===== src/rtl/drp_bridge_pkg.sv =====
package drp_bridge_pkg;
  localparam int WORD_W   = 32;
  localparam int START_B  = 29;
  localparam int READ_B   = 28;
  localparam int ADDR_LSB = 16;
  localparam int BUSY_B   = 16;

  localparam logic [7:0] OFS_CFG    = 8'h40;
  localparam logic [7:0] OFS_CLKSEL = 8'h44;
  localparam logic [7:0] OFS_CTRL   = 8'h70;
  localparam logic [7:0] OFS_STAT   = 8'h74;

  function automatic logic word_starts(input logic [WORD_W-1:0] w);
    return w[START_B];
  endfunction

  function automatic logic word_is_read(input logic [WORD_W-1:0] w);
    return w[READ_B];
  endfunction

  function automatic logic [WORD_W-1:0] status_word(input logic busy,
                                                    input logic [15:0] data);
    logic [WORD_W-1:0] s;
    s = '0;
    s[BUSY_B] = busy;
    s[15:0] = data;
    return s;
  endfunction
endpackage


===== src/rtl/drp_cfg_regs.sv =====
module drp_cfg_regs #(
  parameter int ADDR_W = 8,
  parameter int SEL_W  = 1
) (
  input  logic              clk,
  input  logic              rst_n,
  input  logic              wr,
  input  logic [ADDR_W-1:0] addr,
  input  logic [1:0]        cfg_bits,
  input  logic [SEL_W-1:0]  sel_bits,
  output logic              blk_en,
  output logic              tile_run,
  output logic [SEL_W-1:0]  clk_sel
);
  import drp_bridge_pkg::*;

  logic cfg_hit, sel_hit;
  assign cfg_hit = wr && (addr == ADDR_W'(OFS_CFG));
  assign sel_hit = wr && (addr == ADDR_W'(OFS_CLKSEL));

  always_ff @(posedge clk or negedge rst_n) begin
    if (!rst_n) begin
      blk_en   <= 1'b0;
      tile_run <= 1'b0;
      clk_sel  <= '0;
    end else begin
      if (cfg_hit) begin
        blk_en   <= cfg_bits[0];
        tile_run <= cfg_bits[1];
      end
      if (sel_hit) clk_sel <= sel_bits;
    end
  end
endmodule


===== src/rtl/drp_txn_seq.sv =====
module drp_txn_seq #(
  parameter int AW = 7,
  parameter int DW = 16
) (
  input  logic          clk,
  input  logic          rst_n,
  input  logic          req,
  input  logic          req_rd,
  input  logic [AW-1:0] req_addr,
  input  logic [DW-1:0] req_data,
  input  logic          drp_rdy,
  input  logic [DW-1:0] drp_do,
  output logic          drp_en,
  output logic          drp_we,
  output logic [AW-1:0] drp_addr,
  output logic [DW-1:0] drp_di,
  output logic          busy,
  output logic [DW-1:0] rd_data,
  output logic          accept,
  output logic          done,
  output logic          pend_rd
);
  assign accept = req && !busy;
  assign done   = busy && drp_rdy;

  always_ff @(posedge clk or negedge rst_n) begin
    if (!rst_n) begin
      drp_en   <= 1'b0;
      drp_we   <= 1'b0;
      drp_addr <= '0;
      drp_di   <= '0;
      busy     <= 1'b0;
      pend_rd  <= 1'b0;
      rd_data  <= '0;
    end else begin
      drp_en <= accept;
      if (accept) begin
        drp_we   <= !req_rd;
        drp_addr <= req_addr;
        drp_di   <= req_data;
        busy     <= 1'b1;
        pend_rd  <= req_rd;
      end else if (done) begin
        busy <= 1'b0;
        if (pend_rd) rd_data <= drp_do;
      end
    end
  end
endmodule


===== src/rtl/drp_reg_bridge.sv =====
module drp_reg_bridge #(
  parameter int ADDR_W  = 8,
  parameter int DRP_AW  = 7,
  parameter int DRP_DW  = 16,
  parameter int NUM_CLK = 2,
  localparam int SEL_W  = (NUM_CLK > 1) ? $clog2(NUM_CLK) : 1,
  localparam int WORD_W = drp_bridge_pkg::WORD_W
) (
  input  logic              clk,
  input  logic              rst_n,
  input  logic [ADDR_W-1:0] bus_addr,
  input  logic              bus_wr,
  input  logic [WORD_W-1:0] bus_wdata,
  output logic [WORD_W-1:0] bus_rdata,
  output logic              drp_en,
  output logic              drp_we,
  output logic [DRP_AW-1:0] drp_addr,
  output logic [DRP_DW-1:0] drp_di,
  input  logic [DRP_DW-1:0] drp_do,
  input  logic              drp_rdy,
  output logic              blk_en,
  output logic              tile_run,
  output logic [SEL_W-1:0]  clk_sel
);
  import drp_bridge_pkg::*;

  logic              ctrl_req;
  logic              txn_accept;
  logic              txn_done;
  logic              txn_is_read;
  logic              busy_q;
  logic [DRP_DW-1:0] status_data;
  logic              unused_wbits;

  assign ctrl_req = bus_wr && (bus_addr == ADDR_W'(OFS_CTRL)) && word_starts(bus_wdata);
  assign unused_wbits = ^{bus_wdata[WORD_W-1:START_B+1], bus_wdata[READ_B-1:ADDR_LSB+DRP_AW],
                          bus_wdata[15:DRP_DW > 15 ? 15 : DRP_DW], drp_do};

  drp_cfg_regs #(.ADDR_W(ADDR_W), .SEL_W(SEL_W)) u_cfg (
    .clk      (clk),
    .rst_n    (rst_n),
    .wr       (bus_wr),
    .addr     (bus_addr),
    .cfg_bits (bus_wdata[1:0]),
    .sel_bits (bus_wdata[SEL_W-1:0]),
    .blk_en   (blk_en),
    .tile_run (tile_run),
    .clk_sel  (clk_sel)
  );

  drp_txn_seq #(.AW(DRP_AW), .DW(DRP_DW)) u_seq (
    .clk      (clk),
    .rst_n    (rst_n),
    .req      (ctrl_req),
    .req_rd   (word_is_read(bus_wdata)),
    .req_addr (bus_wdata[ADDR_LSB +: DRP_AW]),
    .req_data (bus_wdata[DRP_DW-1:0]),
    .drp_rdy  (drp_rdy),
    .drp_do   (drp_do),
    .drp_en   (drp_en),
    .drp_we   (drp_we),
    .drp_addr (drp_addr),
    .drp_di   (drp_di),
    .busy     (busy_q),
    .rd_data  (status_data),
    .accept   (txn_accept),
    .done     (txn_done),
    .pend_rd  (txn_is_read)
  );

  always_comb begin
    bus_rdata = '0;
    case (bus_addr)
      ADDR_W'(OFS_CFG):    bus_rdata[1:0] = {tile_run, blk_en};
      ADDR_W'(OFS_CLKSEL): bus_rdata[SEL_W-1:0] = clk_sel;
      ADDR_W'(OFS_STAT):   bus_rdata = status_word(busy_q, 16'(status_data));
      default:             bus_rdata = '0;
    endcase
  end
endmodule


===== config.mk =====
export PLATFORM = sky130hd
export DESIGN_NAME = drp_reg_bridge
export DESIGN_NICKNAME = d
export VERILOG_FILES = /design/src/rtl/drp_bridge_pkg.sv /design/src/rtl/drp_cfg_regs.sv /design/src/rtl/drp_txn_seq.sv /design/src/rtl/drp_reg_bridge.sv
export SDC_FILE = /design/constraint.sdc
export NUM_CORES = 1
export LEC_CHECK = 0
export ABC_AREA = 1
export BUFFER_PORTS_ARGS = -buffer_cell sky130_fd_sc_hd__buf_2
export CORE_ASPECT_RATIO = 0.9
export CORE_MARGIN = 4
export CORE_UTILIZATION = 33
export CTS_BUF_LIST = sky130_fd_sc_hd__clkbuf_8
export CTS_CLUSTER_DIAMETER = 100
export DETAILED_ROUTE_END_ITERATION = 12
export GPL_TIMING_DRIVEN = 0
export SKIP_LAST_GASP = 1
export SLEW_MARGIN = 15
export SYNTH_ARGS = -nofsm -noshare
export SYNTH_HDL_FRONTEND = slang
export SYNTH_SLANG_ARGS = --single-unit
export TNS_END_PERCENT = 10

===== constraint.sdc =====
create_clock -name clk -period 2.78 [get_ports clk]
set_clock_uncertainty 0.15 [all_clocks]
set_input_delay 0.834 -clock clk [delete_from_list [all_inputs] [get_ports clk]]
set_output_delay 0.834 -clock clk [all_outputs]
set_load 0.02 [all_outputs]

==> results of run 1 <==
## worst max-delay path: stages
cell and delay (ns):
buf_2 0.10, nor2_2 0.11, inv_1 0.07, nor2_4 0.13, nand2_4 0.08, buf_6 0.14, nor2_1 0.09, buf_2 0.17
## final timing paths
| kind | to | slack [ns] | cells past startpoint |
|---|---|---|---|
| worst max-delay path | bus_rdata[6] | 0.05 | 8 |
| worst min-delay path | u_seq.drp_di[13]$_DFFE_PN0P_ | 0.32 | 2 |
| worst max register to register | u_seq.drp_di[10]$_DFFE_PN0P_ | 1.36 | 7 |
| worst min register to register | u_seq.drp_di[13]$_DFFE_PN0P_ | 0.32 | 2 |
| max in group asynchronous | u_seq.drp_en$_DFF_PN0_ | 1.30 | 1 |
| min in group asynchronous | u_seq.drp_addr[2]$_DFFE_PN0P_ | 0.56 | 1 |
## layout by cell type (no fill, tap or decap)
cell type and count:
buf_12 2, nor2_1 32, nand2_1 69, nor2_2 1, dfrtp_1 46, buf_4 20
inv_6 1, buf_2 98, a21oi_1 14, conb_1 15, mux2_2 2, nor2_4 4
buf_6 1, clkbuf_8 5, nand2_4 2, o21ai_0 1, nand3_1 9, inv_1 24
nand3_2 1, clkbuf_1 1, nand4_1 1, nand2_2 19
## per-layer routing
metal  up-vias  routed length, um
li1        960                  -
met2        63               2440
met3        11                341
met4         0                133
met1       825               2210
met5         -                  0
## through the flow
stage	setup TNS, ns	setup slack (ns)	instances	instance area [um^2]
floorplan	0	0.0444	262	2190
global placement	-1.65	-0.173	446	2780
detailed placement	-1.82	-0.193	446	2780
CTS	-0.385	-0.0515	454	2880
global route	-0.0869	-0.0198	455	2910
finish	0	0.0520	455	2910
## logic make-up (layout without fill, tap and decap cells)
group / count (synthesis) / after routing / share of synthesized area
AND/OR/NAND/NOR: 138 / 138 / 0.285
AO/OA/AOI/OAI: 15 / 15 / 0.0352
other: 1 / 15 / 0.00176
buffers and inverters: 46 / 152 / 0.128
flip-flops: 46 / 46 / 0.540
multiplexers: 2 / 2 / 0.0106
## registers in the layout (all words and copies together), names as in the netlist
name	flops
u_cfg.tile_run	1
u_seq.busy	1
u_seq.rd_data	16
u_cfg.clk_sel	1
u_seq.drp_en	1
u_cfg.blk_en	1
u_seq.drp_addr	7
u_seq.drp_di	16
u_seq.pend_rd	1
u_seq.drp_we	1
## power breakdown
part | internal, mW | switching, mW
Clock | 0.166 | 0.207
Combinational | 0.0572 | 0.0822
Sequential | 0.680 | 0.00643
## cell type report
class | instances | area [um^2] | share of cell area
buffer | 23 | 188 | 0.0645
clock buffer | 5 | 68.8 | 0.0236
clock inverter | 2 | 7.51 | 0.00258
inverter | 23 | 91.3 | 0.0314
multi-input combinational | 170 | 787 | 0.270
sequential | 46 | 1150 | 0.396
tap | 87 | 109 | 0.0374
timing repair buffer | 99 | 508 | 0.175
## what timing repair did
item                       in CTS  in global routing
gates cloned                    0                  0
resized for setup               5                  6
hold buffers                    0                  0
setup endpoints to repair      15                 13
pin swaps                       1                  1
setup buffers                   1                  1
==> run metrics, run 1 <==
gr ovfl total=0; initial core utilization=0.345; final hold vios=0; Placer Congestion=between 0.7 and 0.8; RR Startpoint=u_seq.busy$_DFFE_PN0P_; CTS root buffer=clkbuf_8; Worst Setup SP=bus_addr[1]; dominant cell type by area after synthesis=dfrtp_1; CTS Buf Count=5; DIE HEIGHT=84.3 um; CTS H-tree lvls=2; commonest cells in the netlist=nand2_1, dfrtp_1, nor2_1; Final nets=~430; GRT Total Usage=0.134; Initial DRC Count=between 50 and 60; P per Cell Area=412 mW/mm^2; Worst-Skew Late Latency=0.29 ns; number of synthesized flops with an enable pin=0; DR vias=1,859; row count=27; Peak VDD IR=0.199 mV; via/cell ratio=roughly 4; worst slew pin tran=1.01 ns; CP Class=input pin to output port; initial antenna violation count=0; total power=1.20 mW; clock buffer depth=2; Fillers=between 600 and 700; Setup crit end kind=output port; GRT met1 Usage=0.162; final core occ=0.471; Min Hold Slack=0.325 ns; post-synth top area share=0.540; Pleak=roughly 1.9 nW; most used routing layer=met2; Max Cap Viol=0; met2 Usage GRT=0.228; Post-Syn Area=0.00213 mm^2; first-pass GRT wire length=around 8500 um; outcome=finished clean; Tcrit/Tclk final=0.981; WL final=~5100 um; crit start category=input pin; vias in the first global route=1,799; die area=0.00782 mm^2; Seq/Total Area, Yosys=0.540; Min-Delay Startpoint=u_seq.drp_di[13]$_DFFE_PN0P_; Slew Limit Fails=0; area delta synth->final=36.4%; CP arrival=between 1.5 and 2 ns; Clock Sinks=46; async set-or-reset flop fraction in the synthesized netlist=1.00; IO buf count=97; die width=92.8 um; DRC=0; HP Class=register to register; I/O pin count=120; CTS tree=done; Slew headroom=0.327; ANT nets after route=0; cell count after synthesis=248; met3 Use GR=0.0341; Antenna Cells=0; crit path max fanout=10; core box area=0.00618 mm^2; Main synth FF type=dfrtp_1; maximum number of pins on one net before global-route repair=47; top-count cell post-synth=nand2_1; synthesized flop and latch total=46; Critical Path RT=1.80 ns; layout cell share with drive strength beyond 1=0.424; Yosys warnings=0; DR pass1 iterations=6; RSZ-0062 raised after global routing=yes; post-DP HPWL=3920 um; Synth cell types=20; Area contributors post-synth=dfrtp_1, nand2_1, nor2_1; drt wl/cell=11.3 um; Synth Area per Inst=~8.6 um^2; Finish-stage setup viols=0; fmax=between 300 and 400 MHz; Worst-path clk slew=0.08 ns; fin crit period=approximately 2.7 ns
(Power assumes the default switching activity.)
==> run 2, diff against run 1 <==
--- a/config.mk
+++ b/config.mk
@@ -8,7 +8,7 @@
 export ABC_AREA = 1
 export BUFFER_PORTS_ARGS = -buffer_cell sky130_fd_sc_hd__buf_2
 export CORE_ASPECT_RATIO = 0.9
-export CORE_MARGIN = 4
+export CORE_MARGIN = 10
 export CORE_UTILIZATION = 33
 export CTS_BUF_LIST = sky130_fd_sc_hd__clkbuf_8
 export CTS_CLUSTER_DIAMETER = 100
==> run 2 against run 1 <==
  * Sequential power hardly changed
  * Largest cell class unchanged
  * Combinational power hardly changed
  * Non-clock buffer count stayed put
  * Die area is 29% higher
  * Register-to-register slack hardly changed
  * Critical path depth stayed put
  * Core utilization is 0.28 points higher
  * Largest power group unchanged
  * Critical endpoint is now bus_rdata[13]
  * Clock power is 10% higher
  * Final cell count is 0.22% higher
  * Count of clock-buffer cells in the layout is 1 higher
==> run metrics, run 2 (same netlist as run 1, synthesis figures left out) <==
outcome=finished clean (unchanged); fin crit period=2.74 ns (was 2.73 ns); slowest stage delay, CP=0.18 ns (was 0.17 ns); HP Class=register to register (unchanged); slowest CP cell=nor2_4 (was buf_2); Top Registers=u_seq.drp_di (16), u_seq.rd_data (16), u_seq.drp_addr (7) (unchanged); vias in the first global route=1,916 (was 1,799); Tcrit/Tclk final=0.984 (was 0.981); layout cell share with drive strength beyond 1=0.431 (was 0.424); Peak VDD IR=0.271 mV (was 0.199 mV); initial antenna violation count=0 (unchanged); crit start category=input pin (unchanged); post-placement cell count=446 (unchanged); Slew headroom=0.333 (was 0.327); Fillers=624 (was 632); kind of cell adding the most delay to the critical path=buffers and inverters (unchanged); Initial DRC Count=83 (was 56); Max Cap Viol=0 (unchanged); multi-input logic area=790 um^2 (was 787 um^2); Slew Limit Fails=0 (unchanged); final hold vios=0 (unchanged); CTS root buffer=clkbuf_8 (unchanged); Critical Path RT=1.80 ns (about the same); CP bufs+invs=4 (unchanged); CP arrival=1.75 ns (was 1.74 ns); via/cell ratio=4.05 (was 4.09); CTS Buf Count=5 (unchanged); final instance area=0.00293 mm^2 (was 0.00291 mm^2); Final nets=428 (unchanged); area of placed instances=0.00278 mm^2 (unchanged); initial core utilization=0.345 (unchanged); Worst-path clk slew=0.08 ns (about the same); Worst-Skew Late Latency=0.29 ns (about the same); Reg area=0.00115 mm^2 (unchanged); Clock Sinks=46 (unchanged); DIE HEIGHT=96.3 um (was 84.3 um); gr ovfl total=0 (unchanged); core box area=0.00618 mm^2 (unchanged); die area=0.0101 mm^2 (was 0.00782 mm^2); RSZ-0062 raised after global routing=yes (unchanged); Pleak=1.86 nW (about the same); worst slew pin tran=1.00 ns (was 1.01 ns); CP Cell Sequence=buf_2 > inv_1 > nand2_1 > nor2_4 > nand2_4 > buf_6 > nor2_1 > buf_2 (was buf_2 > nor2_2 > inv_1 > nor2_4 > nand2_4 > buf_6 > nor2_1 > buf_2); row count=27 (unchanged); DR pass1 iterations=4 (was 6); crit path max fanout=10 (unchanged); Setup crit end kind=output port (unchanged); Finish-stage setup viols=0 (unchanged); I/O pin count=120 (unchanged); Post-Place Worst Slack=-0.210 ns (was -0.193 ns); first-pass GRT wire length=9340 um (was 8490 um); WL final=5800 um (was 5130 um); Final WS setup=0.0440 ns (was 0.0520 ns); GRT Total Usage=0.112 (was 0.134); Antenna Cells=0 (unchanged); clock buffer depth=2 (unchanged); maximum number of pins on one net before global-route repair=47 (unchanged); die width=105 um (was 92.8 um); CTS tree=done (unchanged); TNS Setup=0 ns (unchanged); Placer Congestion=0.796 (was 0.769); most common cell after layout, fill and taps aside=buf_2 (unchanged); DR vias=1,847 (was 1,859); CTS H-tree lvls=2 (unchanged); area delta synth->final=37.2% (was 36.4%); DRC=0 (unchanged); non-filler cells, final=456 (was 455); drt wl/cell=12.7 um (was 11.3 um); fmax=365 MHz (was 367 MHz); ANT nets after route=0 (unchanged); CP Class=input pin to output port (unchanged); most frequent cells in the layout=buf_2, nand2_1, dfrtp_1 (unchanged); crit-path most repeated cell=buf_2 (unchanged); post-DP HPWL=4570 um (was 3920 um); IO buf count=97 (unchanged); P per Cell Area=423 mW/mm^2 (was 412 mW/mm^2); hold_buf cts=0 (unchanged)
run 2: final cells by class:
class | count | area share
multi-input cells | 170 | 0.270
flip-flops and latches | 46 | 0.393
clock buffers | 6 | 0.0282
inverters | 23 | 0.0312
well taps | 87 | 0.0372
plain buffers | 23 | 0.0641
repair buffers | 99 | 0.174
clock inverters | 2 | 0.00299
run 2: repair_timing:
| action | CTS | global route |
|---|---|---|
| gates cloned | 0 | 0 |
| setup endpoints to repair | 17 | 12 |
| pin swaps | 1 | 2 |
| buffers inserted | 1 | 1 |
| endpoints found under the hold margin | 0 | 0 |
| gates resized for setup | 5 | 7 |
run 2: per-layer routing:
metal	track usage	up-vias	share of wire
met4	0.0514	0	0.025
met3	0.0334	12	0.069
met1	0.131	807	0.42
met2	0.189	70	0.48
met5	0	-	0
li1	-	958	-
run 2: worst register-to-register path: cells and delay by family (launching register included):
family,cells,cell delay (ns)
flops,1,0.38
buf+inv,2,0.31
simple gates,5,0.47
run 2: power breakdown:
| part | switching [mW] | internal (mW) | total, mW |
|---|---|---|---|
| combinational | 0.0836 | 0.0572 | 0.141 |
| sequential | 0.00639 | 0.680 | 0.686 |
| clock | 0.214 | 0.197 | 0.412 |
| total | 0.304 | 0.934 | 1.24 |
run 2: path summary, 6_finish.rpt:
| path | from | to | slack [ns] | cells after the start |
|---|---|---|---|---|
| max in group asynchronous | rst_n | u_seq.rd_data[2]$_DFFE_PN0P_ | 1.31 | 1 |
| min in group asynchronous | rst_n | u_seq.drp_addr[6]$_DFFE_PN0P_ | 0.55 | 1 |
| worst min-delay path | u_seq.drp_di[11]$_DFFE_PN0P_ | u_seq.drp_di[11]$_DFFE_PN0P_ | 0.33 | 2 |
| worst max-delay path | bus_addr[7] | bus_rdata[13] | 0.04 | 8 |
| worst min register to register | u_seq.drp_di[11]$_DFFE_PN0P_ | u_seq.drp_di[11]$_DFFE_PN0P_ | 0.33 | 2 |
| worst max register to register | u_seq.busy$_DFFE_PN0P_ | u_seq.drp_di[13]$_DFFE_PN0P_ | 1.36 | 7 |
run 2: stage by stage:
stage | total power, mW | util | hold WS, ns
after CTS | 1.26 | 0.469 | 0.333
final | 1.24 | 0.474 | 0.327
after global placement | 0.836 | 0.450 | 0.308
after detailed placement | 0.837 | 0.450 | 0.309
after global routing | 1.30 | 0.474 | 0.354
after floorplan | 0.766 | - | 0.293
